--- src/rtl/fmem_wr_pkg.sv ---
package fmem_wr_pkg;

   typedef struct packed {
      logic rst;
      logic we;
      logic ie;
   } wr_ctrl_t;

   function automatic int unsigned wrap_inc(input int unsigned a, input int unsigned depth);
      return (a == depth - 1) ? 0 : a + 1;
   endfunction

endpackage

--- src/rtl/fmem_wr_front.sv ---
module fmem_wr_front
   import fmem_wr_pkg::*;
#(
   parameter int DATA_W = 8
) (
   input  logic              clk,
   input  logic              rst_n,
   input  logic              strap_pol,
   input  logic              strap_casc,
   input  logic              wr_rst,
   input  logic              wr_en,
   input  logic              in_en,
   input  logic [DATA_W-1:0] din,
   output wr_ctrl_t          eff_ctrl,
   output logic [DATA_W-1:0] eff_data
);

   wr_ctrl_t          live_ctrl;
   wr_ctrl_t          dly_ctrl;
   logic [DATA_W-1:0] dly_data;

   // polarity strap: a high strap inverts every control pin
   assign live_ctrl.rst = wr_rst ^ strap_pol;
   assign live_ctrl.we  = wr_en  ^ strap_pol;
   assign live_ctrl.ie  = in_en  ^ strap_pol;

   always_ff @(posedge clk or negedge rst_n) begin
      if (!rst_n) begin
         dly_ctrl <= '0;
         dly_data <= '0;
      end else begin
         dly_ctrl <= live_ctrl;
         dly_data <= din;
      end
   end

   assign eff_ctrl = strap_casc ? dly_ctrl : live_ctrl;
   assign eff_data = strap_casc ? dly_data : din;

endmodule

--- src/rtl/fmem_wr_rstq.sv ---
module fmem_wr_rstq #(
   parameter int LOW_MIN = 2
) (
   input  logic clk,
   input  logic rst_n,
   input  logic req,
   output logic rst_ok
);

   localparam int LW = $clog2(LOW_MIN + 1);

   logic [LW-1:0] low_cnt;

   assign rst_ok = req && (low_cnt == LW'(LOW_MIN));

   always_ff @(posedge clk or negedge rst_n) begin
      if (!rst_n)
         low_cnt <= LW'(LOW_MIN);
      else if (req)
         low_cnt <= '0;
      else if (low_cnt != LW'(LOW_MIN))
         low_cnt <= low_cnt + 1'b1;
   end

endmodule

--- src/rtl/fmem_wr_actcnt.sv ---
module fmem_wr_actcnt #(
   parameter int MIN_ACTIVE = 80
) (
   input  logic clk,
   input  logic rst_n,
   input  logic rst_ok,
   input  logic act,
   output logic short_err
);

   localparam int CW = $clog2(MIN_ACTIVE + 1);

   logic [CW-1:0] act_cnt;
   logic          seen;

   always_ff @(posedge clk or negedge rst_n) begin
      if (!rst_n) begin
         act_cnt   <= '0;
         seen      <= 1'b0;
         short_err <= 1'b0;
      end else if (rst_ok) begin
         short_err <= seen && (act_cnt < CW'(MIN_ACTIVE));
         seen      <= 1'b1;
         act_cnt   <= '0;
      end else begin
         short_err <= 1'b0;
         if (act && act_cnt < CW'(MIN_ACTIVE))
            act_cnt <= act_cnt + 1'b1;
      end
   end

endmodule

--- src/rtl/fmem_wr_ptr.sv ---
module fmem_wr_ptr
   import fmem_wr_pkg::*;
#(
   parameter int DEPTH  = 64,
   parameter int DATA_W = 8,
   parameter int ADDR_W = (DEPTH > 1) ? $clog2(DEPTH) : 1
) (
   input  logic              clk,
   input  logic              rst_n,
   input  logic              rst_ok,
   input  logic              we,
   input  logic              ie,
   input  logic [DATA_W-1:0] data,
   output logic [ADDR_W-1:0] ptr,
   output logic              mem_we,
   output logic [ADDR_W-1:0] mem_addr,
   output logic [DATA_W-1:0] mem_wdata
);

   localparam bit POW2 = (DEPTH == (1 << ADDR_W));

   logic [ADDR_W-1:0] ptr_inc;

   generate
      if (POW2) begin : g_pow2
         assign ptr_inc = ptr + 1'b1;
      end else begin : g_cmp
         assign ptr_inc = ADDR_W'(wrap_inc(int'(ptr), DEPTH));
      end
   endgenerate

   always_ff @(posedge clk or negedge rst_n) begin
      if (!rst_n) begin
         ptr       <= '0;
         mem_we    <= 1'b0;
         mem_addr  <= '0;
         mem_wdata <= '0;
      end else if (rst_ok) begin
         ptr    <= '0;
         mem_we <= 1'b0;
      end else if (we) begin
         ptr      <= ptr_inc;
         mem_addr <= ptr;
         mem_we   <= ie;
         if (ie)
            mem_wdata <= data;
      end else begin
         mem_we <= 1'b0;
      end
   end

endmodule

--- src/rtl/fmem_wr_ctrl.sv ---
module fmem_wr_ctrl
   import fmem_wr_pkg::*;
#(
   parameter int DEPTH      = 64,
   parameter int DATA_W     = 8,
   parameter int MIN_ACTIVE = 80,
   parameter int RST_GAP    = 2,
   parameter int ADDR_W     = (DEPTH > 1) ? $clog2(DEPTH) : 1
) (
   input  logic              clk,
   input  logic              rst_n,
   input  logic              strap_pol,
   input  logic              strap_casc,
   input  logic              wr_rst,
   input  logic              wr_en,
   input  logic              in_en,
   input  logic [DATA_W-1:0] din,
   output logic              mem_we,
   output logic [ADDR_W-1:0] mem_addr,
   output logic [DATA_W-1:0] mem_wdata,
   output logic              short_err
);

   initial begin
      if (DEPTH < 2)           $error("DEPTH must be at least 2");
      if (DATA_W < 1)          $error("DATA_W must be at least 1");
      if (MIN_ACTIVE < 1)      $error("MIN_ACTIVE must be at least 1");
      if (RST_GAP < 1)         $error("RST_GAP must be at least 1");
      if ((1 << ADDR_W) < DEPTH) $error("ADDR_W too small for DEPTH");
   end

   wr_ctrl_t          eff_ctrl;
   logic [DATA_W-1:0] eff_data;
   logic              rst_ok;
   logic [ADDR_W-1:0] ptr;

   fmem_wr_front #(.DATA_W(DATA_W)) u_front (
      .clk        (clk),
      .rst_n      (rst_n),
      .strap_pol  (strap_pol),
      .strap_casc (strap_casc),
      .wr_rst     (wr_rst),
      .wr_en      (wr_en),
      .in_en      (in_en),
      .din        (din),
      .eff_ctrl   (eff_ctrl),
      .eff_data   (eff_data)
   );

   fmem_wr_rstq #(.LOW_MIN(RST_GAP)) u_rstq (
      .clk    (clk),
      .rst_n  (rst_n),
      .req    (eff_ctrl.rst),
      .rst_ok (rst_ok)
   );

   fmem_wr_actcnt #(.MIN_ACTIVE(MIN_ACTIVE)) u_actcnt (
      .clk       (clk),
      .rst_n     (rst_n),
      .rst_ok    (rst_ok),
      .act       (eff_ctrl.we & eff_ctrl.ie),
      .short_err (short_err)
   );

   fmem_wr_ptr #(.DEPTH(DEPTH), .DATA_W(DATA_W), .ADDR_W(ADDR_W)) u_ptr (
      .clk       (clk),
      .rst_n     (rst_n),
      .rst_ok    (rst_ok),
      .we        (eff_ctrl.we),
      .ie        (eff_ctrl.ie),
      .data      (eff_data),
      .ptr       (ptr),
      .mem_we    (mem_we),
      .mem_addr  (mem_addr),
      .mem_wdata (mem_wdata)
   );

endmodule

--- config.mk ---
export PLATFORM = sky130hd
export DESIGN_NAME = fmem_wr_ctrl
export DESIGN_NICKNAME = d
export VERILOG_FILES = /design/src/rtl/fmem_wr_pkg.sv /design/src/rtl/fmem_wr_front.sv /design/src/rtl/fmem_wr_rstq.sv /design/src/rtl/fmem_wr_actcnt.sv /design/src/rtl/fmem_wr_ptr.sv /design/src/rtl/fmem_wr_ctrl.sv
export SDC_FILE = /design/constraint.sdc
export NUM_CORES = 1
export LEC_CHECK = 0
export BUFFER_PORTS_ARGS = -buffer_cell sky130_fd_sc_hd__buf_2
export CELL_PAD_IN_SITES_DETAIL_PLACEMENT = 1
export CELL_PAD_IN_SITES_GLOBAL_PLACEMENT = 2
export CORE_ASPECT_RATIO = 0.5
export CORE_UTILIZATION = 40
export CTS_CLUSTER_SIZE = 30
export DETAILED_ROUTE_END_ITERATION = 8
export PLACE_DENSITY = 0.92
export SETUP_SLACK_MARGIN = 0.05
export SLEW_MARGIN = 40
export SYNTH_ARGS = -nofsm -noshare
export SYNTH_HDL_FRONTEND = slang
export SYNTH_SLANG_ARGS = --single-unit
--- constraint.sdc ---
create_clock -name clk -period 3.35 [get_ports clk]
set_clock_uncertainty 0.05 [all_clocks]
set_input_delay 0.1675 -clock clk [delete_from_list [all_inputs] [get_ports clk]]
set_output_delay 0.1675 -clock clk [all_outputs]
set_load 0.02 [all_outputs]
* Word-level counts from Yosys, hierarchy flattened *
Index checks and enable logic that the tools add are counted.

cells by class
  shifts and indexed selects = 0
  bitwise operators = 5
  div/mod/pow operators = 0
  equality and inequality tests = 2
  reductions and logical operators = 8
  muxes and demuxes = 11
  add/subtract/negate cells = 3
  multipliers = 0
  order comparisons = 1

operators with widths
  cell                                                           count
  7-bit two-way mux                                              2
  6-bit two-way mux                                              2
  8-bit two-way mux                                              1
  7-bit by 1-bit adder with 7-bit output, second input constant  1
  7-bit less-than comparator, second input constant              1
  6-bit by 1-bit adder with 6-bit output, second input constant  1
  2-bit nonzero test                                             3
  2-bit two-way mux                                              2
  1-bit logical AND                                              3
  1-bit two-way mux                                              3
  3-bit two-way mux                                              1
  3-bit AND reduction                                            1
  1-bit bitwise XOR                                              3
  2-bit by 1-bit adder with 2-bit output, second input constant  1
  2-bit == test, second input constant                           1
  2-bit inequality test, second input constant                   1
  2-bit AND reduction                                            1
  1-bit AND                                                      1
  1-bit NOT                                                      1

word-level totals
  latch bits = 0
  register bits after elaboration = 43
  output and inout bits = 16
  memory bits (writable) = 0
  word-level logic and storage cells = 42
  memory bits (read-only) = 0
  memories = 0

* Logic depth before layout (Yosys ltp) *
  depth after elaboration = 6
  mapped depth = 5

* Hierarchy *
Synthesis repeated with hierarchy kept, for this count alone.

second synthesis, totals
  cells, all modules = 137
  area total of the unflattened synthesis = 1823.0 um2

modules (own cells, without submodules)
  module          cells an instance  area each (um2)  seq. area each (um2)  instances
  fmem_wr_ptr     58                 848.3            525.5                 1
  fmem_wr_front   26                 432.9            275.3                 1
  fmem_wr_actcnt  42                 429.2            225.2                 1
  fmem_wr_rstq    10                 106.4            51.3                  1
  fmem_wr_ctrl    1                  6.3              0.0                   1

* Worst setup path before layout *
No wires, ideal clock.

  kind = reg2reg
  from = reg u_rstq.low_cnt[0]
  to = reg u_ptr.mem_wdata[0]
  setup time = 125 ps
  stages on the path, launching flop included = 6
  path slack = 1671 ps
  arrival time = 1504 ps
  path buffers = 0
  required time = 3175 ps
  period minus slack after synthesis = 1679 ps
  cells stage by stage = dfrtp_1 inv_1 ha_1 o211a_4 nor3_4 mux2_2

on the way
  cells in the longest elaborated chain, start to end = 4

RTL lines
  element                        line                source
  start: declaration             fmem_wr_rstq.sv:12  logic [LW-1:0] low_cnt;
  start signal: assignment       fmem_wr_rstq.sv:18  low_cnt <= LW'(LOW_MIN);
  start signal: assignment       fmem_wr_rstq.sv:22  low_cnt <= low_cnt + 1'b1;
  2-bit == test                  fmem_wr_rstq.sv:14  assign rst_ok = req && (low_cnt == LW'(LOW_MIN));
  1-bit logical AND              fmem_wr_rstq.sv:14
  1-bit NOT (no line)            --
  3-bit AND reduction (no line)  --
  end signal: assignment         fmem_wr_ptr.sv:46   mem_wdata <= data;
  end: declaration               fmem_wr_ptr.sv:17   output logic [DATA_W-1:0] mem_wdata

Every way passes these cells.
A chain may end at the register's enable or synchronous reset.

* Worst setup path after layout *
  from = reg u_rstq.low_cnt[0]
  to = reg u_ptr.mem_wdata[6]

The elaborated chain is that of the path after synthesis.

==> run_results.csv <==
group,metric,value,unit
power_and_ir_drop,powerDensity,759,mW/mm2
sta,worst_slack,1380,ps
clock_tree,cts_made_buffers,5,
floorplanning,initial_core_util,41.9,%
floorplanning,die_h,50,um
synthesis,synth_seq_cells,43,
synthesis,ys_types,33,
global_route,grt_overflow,0,
outcome,status,"complete, but fails checks",
place,port_buffers,30,
place,post_dp_cell_area,0.00205,mm2
synthesis,synthDominantCellAreaShare,57.0,%
global_route,met3_usage,4.54,%
synthesis,yosysWarnings,0,
synthesis,postSynthAreaPerCell,13.1,um2
power_and_ir_drop,share_seq_of_total_power,46.8,%
layout,nNetsFinal,202,
setup_path,r2r_setup_slack,1380,ps
sta,whs,39.9,ps
synthesis,synth_common_cells,"42 x dfrtp_1, 22 x mux2_2, 10 x nor2_1",
sta,max_slew_margin,53.9,%
setup_path,path_cells,"inv_1, ha_1, o211a_4, nor3_4, mux2_2",
sta,rsz0062_at_grt,"no",
global_route,use_met2,32.4,%
global_route,grt_pass1_wl,6570,um
layout,fill_cells,469,
detailed_routing,wirelength,3870,um
power_and_ir_drop,switching_power,593,uW
synthesis,synth_area,0.00184,mm2
sta,fin_crit_sh,58.9,%
clock_tree,cts_tree,"done",
detailed_routing,vias_per_cell,5.13,
setup_path,crit_buf_inv,1,
clock_tree,ctsHtreeMaxLevel,2,
run,cap_violations,0,
floorplanning,pin_count,31,
clock_tree,post_cts_buffers,0,
floorplanning,rows,17,
clock_tree,cts_hold_buf,9,
global_route,grt-busiest-layer,"met2",
outcome,violations,"design-rule violations",
global_route,antenna_found_initial,0,
layout,layout-drive-gt1-share,36.2,%
sta,hold_viol_final,0,
global_route,grt_max_degree,44,
layout,final_area,0.00224,mm2
synthesis,synth_edf_count,0,
setup_path,slowest_delay,470,ps
synthesis,async_flop_share,100,%
worst_hold_path,hp-class,"in2reg",
floorplanning,die_area,0.00490,mm2
detailed_routing,avgRoutedWirePerCell,16.0,um
global_route,grt_pass1_vias,1383,
sta,finalSetupViolations,0,
synthesis,yosysMostFrequentCell,"dfrtp_1",
synthesis,yosys.area.top_type,"dfrtp_1",
setup_path,critPathArrivalTime,2100,ps
setup_path,cp.required,3480,ps
setup_path,end_kind,"flop",
setup_path,crit_cells,5,
clock_tree,clock_latency,290,ps
power_and_ir_drop,p_int,1.11,mW
power_and_ir_drop,p_leak,1.02,nW
layout,register_area,0.00108,mm2
layout,fin_cells,242,
power_and_ir_drop,pwr-share-comb,32.2,%
power_and_ir_drop,ir_drop,0.328,mV
power_and_ir_drop,power.share.clock,21.0,%
floorplanning,core_region_area,0.00440,mm2
floorplanning,die_x,98.0,um
sta,final.setup.tns,0,ps
setup_path,critPathLaunchType,"flop",
setup_path,endpoint,"u_ptr.mem_wdata[6]",
layout,area_growth,21.8,%
global_route,track_usage,17.9,%
layout,utilization,51.0,%
global_route,met1_usage,21.1,%
sta,slew_viol_final,0,
setup_path,cp_slowest_cell,"nor3_4",
synthesis,postSynthCellCount,141,
setup_path,reg2reg_to,"u_ptr.mem_wdata[6]",
detailed_routing,drt_iter0_drc,43,
layout,num_antenna_cells,0,
place,dp_hpwl,2590,um
setup_path,critPathTopFamily,"simple AND/OR/NAND/NOR gates",
sta,fmax,507,MHz
setup_path,rr_worst_depth,5,
sta,finalCriticalPeriod,1970,ps
setup_path,crit_fanout,15,
place,placedCellCount,225,
place,gp_congestion,0.727,
detailed_routing,drc,1,
synthesis,ys_seq_area_share,58.5,%
clock_tree,cts.root.buffer_cell,"clkbuf_8",
synthesis,synth_nets,159,
clock_tree,cts-resized-gates,0,
clock_tree,clk_pin_slew_worst_paths,70,ps
power_and_ir_drop,p_total,1.70,mW
place,post-place-ws,1350,ps
detailed_routing,drtAntennaViolNets,0,
detailed_routing,vias,1241,
synthesis,synthTopCellsByArea,"dfrtp_1 57%, mux2_2 13%, xor2_1 2.9%",
power_and_ir_drop,p_sw_share,34.8,%
clock_tree,cts_sinks,43,
detailed_routing,drt-pass1-iter-count,6,
sta,tightest_slew,691,ps
setup_path,r2r_start,"u_rstq.low_cnt[0]",
clock_tree,cts_buffer_depth,2,
layout,multi_input_area,742,um2
setup_path,crit_start,"u_rstq.low_cnt[0]",
setup_path,crit_type,"reg2reg",
synthesis,ys.flop_type,"dfrtp_1",
-- placed cells by master (no fill, tap or decap), types with 3 or more instances in the layout --
master	instances
a21oi_1	7
o21ai_0	5
clkbuf_8	7
xor2_1	6
dlygate4sd3_1	9
dfrtp_1	42
inv_1	3
nand2_1	3
and3_1	3
buf_2	29
nor2_1	10
ha_1	3
or3_1	4
nand2b_1	3
mux2_2	22
nand3_1	4
-- state kept, by name, summed over array words and instances (netlist names) --
name	cells
u_front.dly_ctrl	3
u_actcnt.short_err	1
u_actcnt.seen	1
u_rstq.low_cnt	2
u_ptr.mem_wdata	8
u_ptr.mem_we	1
u_front.dly_data	8
u_actcnt.act_cnt	7
u_ptr.ptr	6
u_ptr.mem_addr	6
-- logic make-up after synthesis --
group	Yosys count	share of synthesized area (%)
AO/OA/AOI/OAI	23	8.96
XOR/XNOR	8	4.21
adder cells (fa/ha/maj)	3	2.04
buffers and inverters	6	1.29
flip-flops	43	58.5
multiplexers	24	14.5
AND/OR/NAND/NOR	34	10.5
-- layer usage --
metal  vias up  wire length [um]
met2        16              1990
met5         -                 0
met4         0                44
met3         5               120
met1       629              1720
li1        591                 -
-- cell type report --
| cell class | instances | area share [%] |
|---|---|---|
| multi-input combinational | 92 | 33.1 |
| inverter | 3 | 0.502 |
| tap | 57 | 3.18 |
| sequential | 43 | 48.0 |
| timing repair buffer | 39 | 10.8 |
| clock buffer | 8 | 4.46 |
-- power groups by stage --
stage	clock network (mW)	logic [mW]	registers, mW
after floorplan	0	0.295	0.864
after global placement	0	0.513	0.796
after detailed placement	0	0.547	0.805
after CTS	0.370	0.557	0.798
after global routing	0.388	0.608	0.820
final	0.358	0.549	0.796
-- how the worst min path moves through the flow --
stage,startpoint,endpoint,slack (ps),depth (start not counted)
detailed placement,rst_n,u_ptr.mem_addr[5],140,1
CTS,in_en,u_front.dly_ctrl[0],30,2
global route,in_en,u_front.dly_ctrl[0],50,2
floorplan,rst_n,u_actcnt.act_cnt[0],-180,0
finish,in_en,u_front.dly_ctrl[0],40,2
global placement,din[4],u_front.dly_data[4],240,1
Note: power is estimated with default switching activity, not from simulation.
